===== config.mk =====
export PLATFORM = sky130hd
export DESIGN_NAME = fj_fork_join_ctrl
export DESIGN_NICKNAME = d
export VERILOG_FILES = /design/src/rtl/fj_pkg.sv /design/src/rtl/fj_done_latch.sv /design/src/rtl/fj_launch_gate.sv /design/src/rtl/fj_join_fsm.sv /design/src/rtl/fj_fork_join_ctrl.sv
export SDC_FILE = /design/constraint.sdc
export NUM_CORES = 1
export LEC_CHECK = 0
export BUFFER_PORTS_ARGS = -buffer_cell sky130_fd_sc_hd__buf_2
export CORE_AREA = 2 2 39 41
export CTS_CLUSTER_SIZE = 30
export DETAILED_ROUTE_END_ITERATION = 6
export DIE_AREA = 0 0 41 43
export PLACE_DENSITY_LB_ADDON = 0.1
export SETUP_SLACK_MARGIN = 0.5
export SLEW_MARGIN = 20
export SYNTH_ARGS = -nofsm -noshare
export SYNTH_HDL_FRONTEND = slang
export SYNTH_SLANG_ARGS = --single-unit

===== constraint.sdc =====
create_clock -name clk -period 1.27 [get_ports clk]
set_clock_uncertainty 0.05 [all_clocks]
set_input_delay 0.0635 -clock clk [delete_from_list [all_inputs] [get_ports clk]]
set_output_delay 0.0635 -clock clk [all_outputs]
set_load 0.02 [all_outputs]

===== src/rtl/fj_pkg.sv =====
package fj_pkg;

  // Join machine states; the encoding is observable through the checker.
  typedef enum logic [1:0] {
    FJ_IDLE = 2'd0,
    FJ_RUN  = 2'd1,
    FJ_DONE = 2'd2
  } fj_state_e;

  // Next-state rule of the join machine.
  function automatic fj_state_e fj_step(input fj_state_e cur,
                                        input logic go,
                                        input logic joined);
    fj_state_e nxt;
    unique case (cur)
      FJ_IDLE: nxt = go ? FJ_RUN : FJ_IDLE;
      FJ_RUN:  nxt = joined ? FJ_DONE : FJ_RUN;
      FJ_DONE: nxt = FJ_IDLE;
      default: nxt = FJ_IDLE;
    endcase
    return nxt;
  endfunction

endpackage


===== src/rtl/fj_done_latch.sv =====
// One sticky completion flag. Single write driver: clear has priority.
module fj_done_latch (
  input  logic clk,
  input  logic rst,
  input  logic clear_i,
  input  logic set_i,
  output logic flag_o
);

  always_ff @(posedge clk) begin
    if (rst || clear_i) begin
      flag_o <= 1'b0;
    end else if (set_i) begin
      flag_o <= 1'b1;
    end
  end

endmodule


===== src/rtl/fj_launch_gate.sv =====
// Per-child start gating: only while running, flag clear, done low.
module fj_launch_gate #(
  parameter int NUM_THREADS = 4
) (
  input  logic                   run_i,
  input  logic [NUM_THREADS-1:0] flag_i,
  input  logic [NUM_THREADS-1:0] done_i,
  output logic [NUM_THREADS-1:0] start_o
);

  for (genvar g = 0; g < NUM_THREADS; g++) begin : g_gate
    assign start_o[g] = run_i & ~flag_i[g] & ~done_i[g];
  end

endmodule


===== src/rtl/fj_join_fsm.sv =====
// Three-state join machine with an AND-fold over the completion flags.
module fj_join_fsm #(
  parameter int NUM_THREADS = 4
) (
  input  logic                   clk,
  input  logic                   rst,
  input  logic                   go_i,
  input  logic [NUM_THREADS-1:0] flag_i,
  output fj_pkg::fj_state_e      state_o,
  output logic                   joined_o,
  output logic                   run_o,
  output logic                   leave_o,
  output logic                   done_o
);

  import fj_pkg::*;

  // Fold from constant true: an empty group joins at once.
  function automatic logic all_joined(input logic [NUM_THREADS-1:0] v);
    logic acc;
    acc = 1'b1;
    for (int i = 0; i < NUM_THREADS; i++) begin
      acc = acc & v[i];
    end
    return acc;
  endfunction

  fj_state_e state_q;

  assign joined_o = all_joined(flag_i);

  always_ff @(posedge clk) begin
    if (rst) begin
      state_q <= FJ_IDLE;
    end else begin
      state_q <= fj_step(state_q, go_i, joined_o);
    end
  end

  assign state_o = state_q;
  assign run_o   = (state_q == FJ_RUN);
  assign leave_o = (state_q == FJ_DONE);
  assign done_o  = (state_q == FJ_DONE);

endmodule


===== src/rtl/fj_fork_join_ctrl.sv =====
module fj_fork_join_ctrl #(
  parameter int NUM_THREADS = 4
) (
  input  logic                   clk,
  input  logic                   rst,
  input  logic                   start_i,
  output logic                   done_o,
  output logic [NUM_THREADS-1:0] thr_start_o,
  input  logic [NUM_THREADS-1:0] thr_done_i
);

  // Named internal events, visible to the bound checker.
  fj_pkg::fj_state_e      fsm_state;
  logic                   join_w;
  logic                   run_w;
  logic                   leave_w;
  logic [NUM_THREADS-1:0] set_w;
  logic [NUM_THREADS-1:0] latch_q;

  fj_join_fsm #(.NUM_THREADS(NUM_THREADS)) u_fsm (
    .clk      (clk),
    .rst      (rst),
    .go_i     (start_i),
    .flag_i   (latch_q),
    .state_o  (fsm_state),
    .joined_o (join_w),
    .run_o    (run_w),
    .leave_o  (leave_w),
    .done_o   (done_o)
  );

  for (genvar g = 0; g < NUM_THREADS; g++) begin : g_thr
    assign set_w[g] = run_w & thr_done_i[g];
    fj_done_latch u_latch (
      .clk     (clk),
      .rst     (rst),
      .clear_i (leave_w),
      .set_i   (set_w[g]),
      .flag_o  (latch_q[g])
    );
  end

  fj_launch_gate #(.NUM_THREADS(NUM_THREADS)) u_gate (
    .run_i   (run_w),
    .flag_i  (latch_q),
    .done_i  (thr_done_i),
    .start_o (thr_start_o)
  );

endmodule


Word-level counts from Yosys, hierarchy flattened:

Cells that the tools add are included.

* bitwise operators: 23
* multiplexer cells: 3
* reductions and logical operators: 2
* equal/unequal tests: 2

Operators with widths (number)
* $and 1x1->1: 15
* $not 1->1: 8
* $pmux 2 s2: 1
* $eq 2x1->1 const B: 1
* $eq 2x2->1 const B: 1
* $logic_not 2->1: 1
* $mux 2: 1
* $logic_or 1x1->1: 1
* $mux 1: 1

* input port bits: 7
* register bits after elaboration: 6
* word-level logic and storage cells: 35

Longest topological paths before layout:

Gate-level depths: netlist of the first run.

* word-level depth: 5
* depth in mapped cells: 3

Hierarchy:

From an unflattened synthesis of the first run, not the netlist that was laid out.

* cell total of the unflattened synthesis: 30
* area, all modules: 326.6 µm²

Modules (own cells, without submodules)
* fj_done_latch: cells an instance 3, instances 4, sequential area each 20.0 µm², area each 33.8 µm²
* fj_join_fsm: cells an instance 10, instances 1, sequential area each 40.0 µm², area each 116.4 µm²
* fj_launch_gate: cells an instance 4, instances 1, sequential area each 0.0 µm², area each 50.0 µm²
* fj_fork_join_ctrl: cells an instance 4, instances 1, sequential area each 0.0 µm², area each 25.0 µm²

Worst setup path before layout of the first run:

No wires, ideal clock.

* path kind: register to output
* start point: register u_fsm.state_q[1] (netlist: u_fsm.state_o[1])
* end point: output port thr_start_o[0]
* required time: 1156 ps
* setup slack: 212 ps
* cell stages (with the launch flop): 3
* arrival: 945 ps
* buffers on the path: 0
* path through: dfxtp_1 -> nand2b_1 -> nor3_1

* word-level cells in the longest chain between the ends: 3

RTL lines
* start, declared: line fj_join_fsm.sv:28 `fj_state_e state_q;`
* start signal, assigned: line fj_join_fsm.sv:36 `state_q <= fj_step(state_q, go_i, joined_o);`
* $eq 2x1->1: line fj_join_fsm.sv:41 `assign run_o = (state_q == FJ_RUN);`
* $and 1x1->1 (2 in a row): line fj_launch_gate.sv:12 `assign start_o[g] = run_i & ~flag_i[g] & ~done_i[g];`
* end, declared: line fj_fork_join_ctrl.sv:8 `output logic [NUM_THREADS-1:0] thr_start_o,`

Every way passes these cells.

Worst setup path after layout of the first run:

* start point: register u_fsm.state_q[1] (netlist: u_fsm.state_o[1])
* end point: output port thr_start_o[3]

Same word-level chain as after synthesis.

==> results.cfg, run 1 <==
[timing]
slew_headroom = 0.867
hold_viol = 0
worst_pin_slew_ps = 200
fmax_mhz = 868
tns_ps = 0
slew_viol_final = 0
rsz0062_at_grt = true
finalCriticalPeriod_ps = 1150
post-route-period-util = 0.907
setup_viol = 0
timing.hold.ws_ps = 31.7

[synthesis]
ys_ff_latch = 6
synth_area_um2 = 239
yosys_warnings = 0
synth.largest_area_cell = dfxtp_1
synth-seq-area-share = 0.503
synth_ff_type = dfxtp_1
synthCells = 27
synth_top_area_frac = 0.503
yosysMostFrequentCell = dfxtp_1
synth_common_cells = dfxtp_1, nor2_1, a22oi_1, nor3_1, nand2b_1
synth_nets = 34
synth_area_leaders = dfxtp_1, a22oi_1, nor3_1
ys_async_sr_fraction = 0
syn_area_per_cell_um2 = 8.85
yosysUniqueCellTypes = 11
synth_edf_count = 0

[finish]
design_area_um2 = 505
antennaDiodeCount = 0
finalNetCount = 54
fillerInstances = 143
area_growth_pct = 112
drive_above_1_share = 0.733

[routing]
wl_met2_um = 429
highest_layer = met4
dr.first_iter.drc_count = 0
route.met3.wl_um = 27
postRouteAntennaNets = 0
drc = 0
totalWireLength_um = 728
num_vias = 273
drtPass1Iterations = 1
wire_per_inst_um = 11.9
drt-vias-per-instance = 4.48
drt-met1-wl_um = 261

[clock_network]
cts_tree = yes
hold_buffers = 0
root_buffer = clkbuf_4
clk_pin_slew_worst_paths_ps = 50
clk_path_buf_depth = 2
cts_htree_levels = 1
clkSinkCount = 6
insertion_delay_ps = 240
cts_buffers = 3

[global_route]
grt_pass1_wl_um = 1200
grt_use_total = 0.110
grt_max_degree = 7
antenna_found_initial = 0
grt_pass1_vias = 289
overflow = 0

[critical_path]
path_delay_family = flip-flops
cp_max_fo = 4
worst-endpoint-required_ps = 1160
crit_slowest_cell = dfxtp_4
crit_chain = nand2b_4 > nor3_4 > buf_6
cp.arrival_ps = 1040
crit_buf_inv = 1
slowest_delay_ps = 330
start_kind = flop
worstSetupEndpointType = primary output
path_class = reg2out

[power]
p_leak_uw = 0.000208
peakVddDrop_uv = 506
powerDensity_nw_per_um2 = 944
total_power_uw = 477

[placement]
dp_hpwl_um = 512
place.gp.congestion = 0.642
portBuffers = 11
place_area_um2 = 377

[run]
cap_violations = 0

[floorplanning]
ioPinCount = 12
start_util = 0.173
core_um2 = 1380
rows = 14
die_area_um2 = 1760
dieWidth_um = 41
die-height_um = 43

[worst_hold_path]
hold_class = in2reg

[run_status]
status = finished, final reports clean
-- cell families after synthesis --
| kind of cell | share of synthesized area |
|---|---|
| AND/OR/NAND/NOR | 0.309 |
| flip-flops | 0.503 |
| AO/OA/AOI/OAI | 0.173 |
| buffers and inverters | 0.0157 |
-- power by group --
part	internal (uW)	switching [uW]	total (uW)	leakage (uW)
Sequential	197	15.3	212	0.0000507
Clock	107	68.8	176	0.0000138
Combinational	45.4	43.8	89.2	0.000144
Total	349	128	477	0.000208
-- per-stage QoR --
step | instances | utilization | worst slack, ps
2_1_floorplan | 27 | - | 376
3_3_place_gp | 54 | 0.272 | 313
3_5_place_dp | 54 | 0.272 | 289
4_1_cts | 60 | 0.346 | 92.2
5_1_grt | 61 | 0.365 | 57.6
6_report | 61 | 0.365 | 118
-- path summary, 6_finish.rpt --
check	startpoint	to	slack (ps)	cells past startpoint
worst max-delay path	u_fsm.state_o[1]	thr_start_o[3]	120	3
worst min-delay path	rst	g_thr[3].u_latch.flag_o	30	2
worst max register to register	u_fsm.state_o[1]	g_thr[0].u_latch.flag_o	140	5
worst min register to register	u_fsm.state_o[0]	u_fsm.state_o[0]	450	1
-- metal layers --
metal / vias up / GRT usage
met5: - / 0
met4: 0 / 0.0800
met3: 2 / 0.0471
met2: 5 / 0.166
met1: 128 / 0.114
li1: 138 / -
-- placed cells by master, fill, tap and decap left out --
cell type / synthesis / layout
clkbuf_4: 0 / 3
buf_6: 0 / 8
dfxtp_1: 6 / 4
nor2_1: 5 / 4
buf_2: 0 / 6
a22oi_2: 0 / 4
o21ai_1: 0 / 1
and2b_2: 0 / 1
a31oi_1: 1 / 1
nor2_4: 0 / 1
dfxtp_4: 0 / 2
nand2b_4: 0 / 2
nor3_4: 0 / 4
inv_2: 0 / 1
and3_1: 1 / 1
and4_1: 1 / 1
buf_4: 0 / 1
-- what timing repair did --
action / 4_1_cts / 5_1_grt
endpoints found under the setup margin: 11 / 11
gates resized for setup: 20 / 4
setup buffers: 3 / 1
pin swaps: 3 / 0
-- cell type report --
type / count / area (um^2) / share of cell area
timing repair buffer: 15 / 128 / 0.252
multi-input combinational: 20 / 204 / 0.403
tap: 16 / 20.0 / 0.0396
sequential: 6 / 128 / 0.252
inverter: 1 / 3.75 / 0.00743
clock buffer: 3 / 22.5 / 0.0446
-- worst reg2reg max path: cells and delay by family, from the launching register on --
kind / cells / cell delay [ps]
flops: 1 / 330
simple gates: 2 / 310
buf+inv: 2 / 200
compound gates: 1 / 130
-- flip-flops by register name, indices dropped and copies added (netlist names) --
register,count
g_thr.u_latch.flag_o,4
u_fsm.state_o,2
No activity file was read; power rests on OpenSTA's default activity.
==> run 2: changes to the inputs <==
--- a/config.mk
+++ b/config.mk
@@ -10,7 +10,7 @@
 export CTS_CLUSTER_SIZE = 30
 export DETAILED_ROUTE_END_ITERATION = 6
 export DIE_AREA = 0 0 41 43
-export PLACE_DENSITY_LB_ADDON = 0.1
+export PLACE_DENSITY = 0.47
 export SETUP_SLACK_MARGIN = 0.5
 export SLEW_MARGIN = 20
 export SYNTH_ARGS = -nofsm -noshare
==> run 2 against run 1 <==
- fmax decreased by 0.15%
- hold slack got worse by 1.8 ps
- register-to-register slack improved by 50 ps
- die area unchanged
- power increased by 0.84%
- clock power about the same
- largest cell class unchanged
==> results.cfg, run 2 (same netlist as run 1, synthesis figures left out) <==
[placement]
dp_hpwl_um = 472
place.gp.congestion = 0.700
portBuffers = 11
dpl.cell_count = 54

[global_route]
grt_max_degree = 7
overflow = 0
grt_use_total = 0.0987
grt_pass1_vias = 252
grt_pass1_wl_um = 1100
grt_use_met3 = 0.0838
grt_use_met1 = 0.114
busiest_layer = met2
grt_use_met2 = 0.138
antenna_found_initial = 0

[timing]
tns_ps = 0
finalCriticalPeriod_ps = 1150
post-route-period-util = 0.908
timing.hold.ws_ps = 29.9
rsz0062_at_grt = true
worst_pin_slew_ps = 224
slew_headroom = 0.851
slew_viol_final = 0
hold_viol = 0
fmax_mhz = 867
setup_viol = 0

[routing]
drt-vias-per-instance = 4.47
dr.first_iter.drc_count = 1
drc = 0
wire_per_inst_um = 11.5
drtPass1Iterations = 2
num_vias = 264
postRouteAntennaNets = 0
totalWireLength_um = 679

[finish]
fillerInstances = 153
area_growth_pct = 102
final_util = 0.348
top_register = g_thr.u_latch.flag_o
seqCellArea_um2 = 130
largest_reg_flops = 4
final_common_cell = buf_2
multi_input_area_um2 = 204
drive_above_1_share = 0.744
finalNetCount = 52
stdcell_count = 59
antennaDiodeCount = 0
final_cell_mix = buf_2, buf_6, nor3_4, a22oi_2, nor2_1

[critical_path]
cp.arrival_ps = 1040
crit_cells = 3
start_kind = flop
crit_chain = nand2b_4 > nor3_4 > buf_6
path_class = reg2out
r2r-start = u_fsm.state_o[1]
cp_max_fo = 4
worst-endpoint-required_ps = 1160
crit_slowest_cell = dfxtp_4
worstSetupEndpointType = primary output
path_delay_family = flip-flops
slowest_delay_ps = 330
startpoint = u_fsm.state_o[1]
crit_buf_inv = 1
rr_worst_depth = 4

[floorplanning]
start_util = 0.173
dieWidth_um = 41
rows = 14
ioPinCount = 12
core_um2 = 1380
die_area_um2 = 1760
die-height_um = 43

[run]
cap_violations = 0

[power]
power_switching_uw = 131
p_clk_frac = 0.369
powerDensity_nw_per_um2 = 999
swShare = 0.272
peakVddDrop_uv = 550
total_power_uw = 481
p_comb_frac = 0.186
p_int_uw = 350
p_leak_uw = 0.000198
seq_power_share = 0.445

[clock_network]
cts_htree_levels = 1
insertion_delay_ps = 240
clk_path_buf_depth = 2
clkSinkCount = 6
root_buffer = clkbuf_4
hold_buffers = 0
cts_tree = yes
clk_pin_slew_worst_paths_ps = 50
cts_buffers = 3

[run_status]
status = finished, final reports clean

[worst_hold_path]
hold_class = in2reg
whs_path_depth = 2
min_from = rst
==> run 2: changes by cell type in the layout (fill, tap and decap cells not counted), sizes merged <==
cell | previous run | this run
buf | 15 | 13
==> run 2: cell type report <==
class / count / share of cell area
multi-input cells: 20 / 0.423
flip-flops and latches: 6 / 0.270
repair buffers: 13 / 0.210
clock buffers: 3 / 0.0468
well taps: 16 / 0.0416
inverters: 1 / 0.00779
==> run 2: final timing paths <==
| path | slack [ps] | to |
|---|---|---|
| worst min-delay path | 30 | g_thr[1].u_latch.flag_o |
| worst max register to register | 190 | g_thr[2].u_latch.flag_o |
| worst min register to register | 460 | u_fsm.state_o[0] |
| worst max-delay path | 120 | thr_start_o[3] |
==> run 2: power by group through the flow <==
stage               clock [uW]  sequential (uW)  combinational, uW
floorplan                    0              215               44.2
global placement             0              218               70.4
detailed placement           0              218               70.4
CTS                        183              214               83.9
global route               196              216               96.0
finish                     178              214               89.4
==> run 2: metrics by stage <==
stage | area (um^2) | worst slack, ps
5_1_grt | 482 | 73.2
4_1_cts | 463 | 114
3_5_place_dp | 377 | 296
6_report | 482 | 116
3_3_place_gp | 377 | 306
2_1_floorplan | 302 | 376
==> run 2: repair_timing <==
| item | CTS | global route |
|---|---|---|
| pin swaps | 1 | 1 |
| resized for setup | 16 | 6 |
| endpoints found under the setup margin | 11 | 11 |
| buffers inserted | 2 | 0 |
==> run 2: metal layers <==
metal,wire [um],part of all wire
met5,0,0
met1,265,0.39
met4,0,0
met2,348,0.51
met3,66,0.097
==> run 2: worst register-to-register path, stage by stage (launching register included) <==
cell and delay, ps:
dfxtp_4 330, buf_4 130, and2b_2 260, a22oi_2 120, nor2_1 60
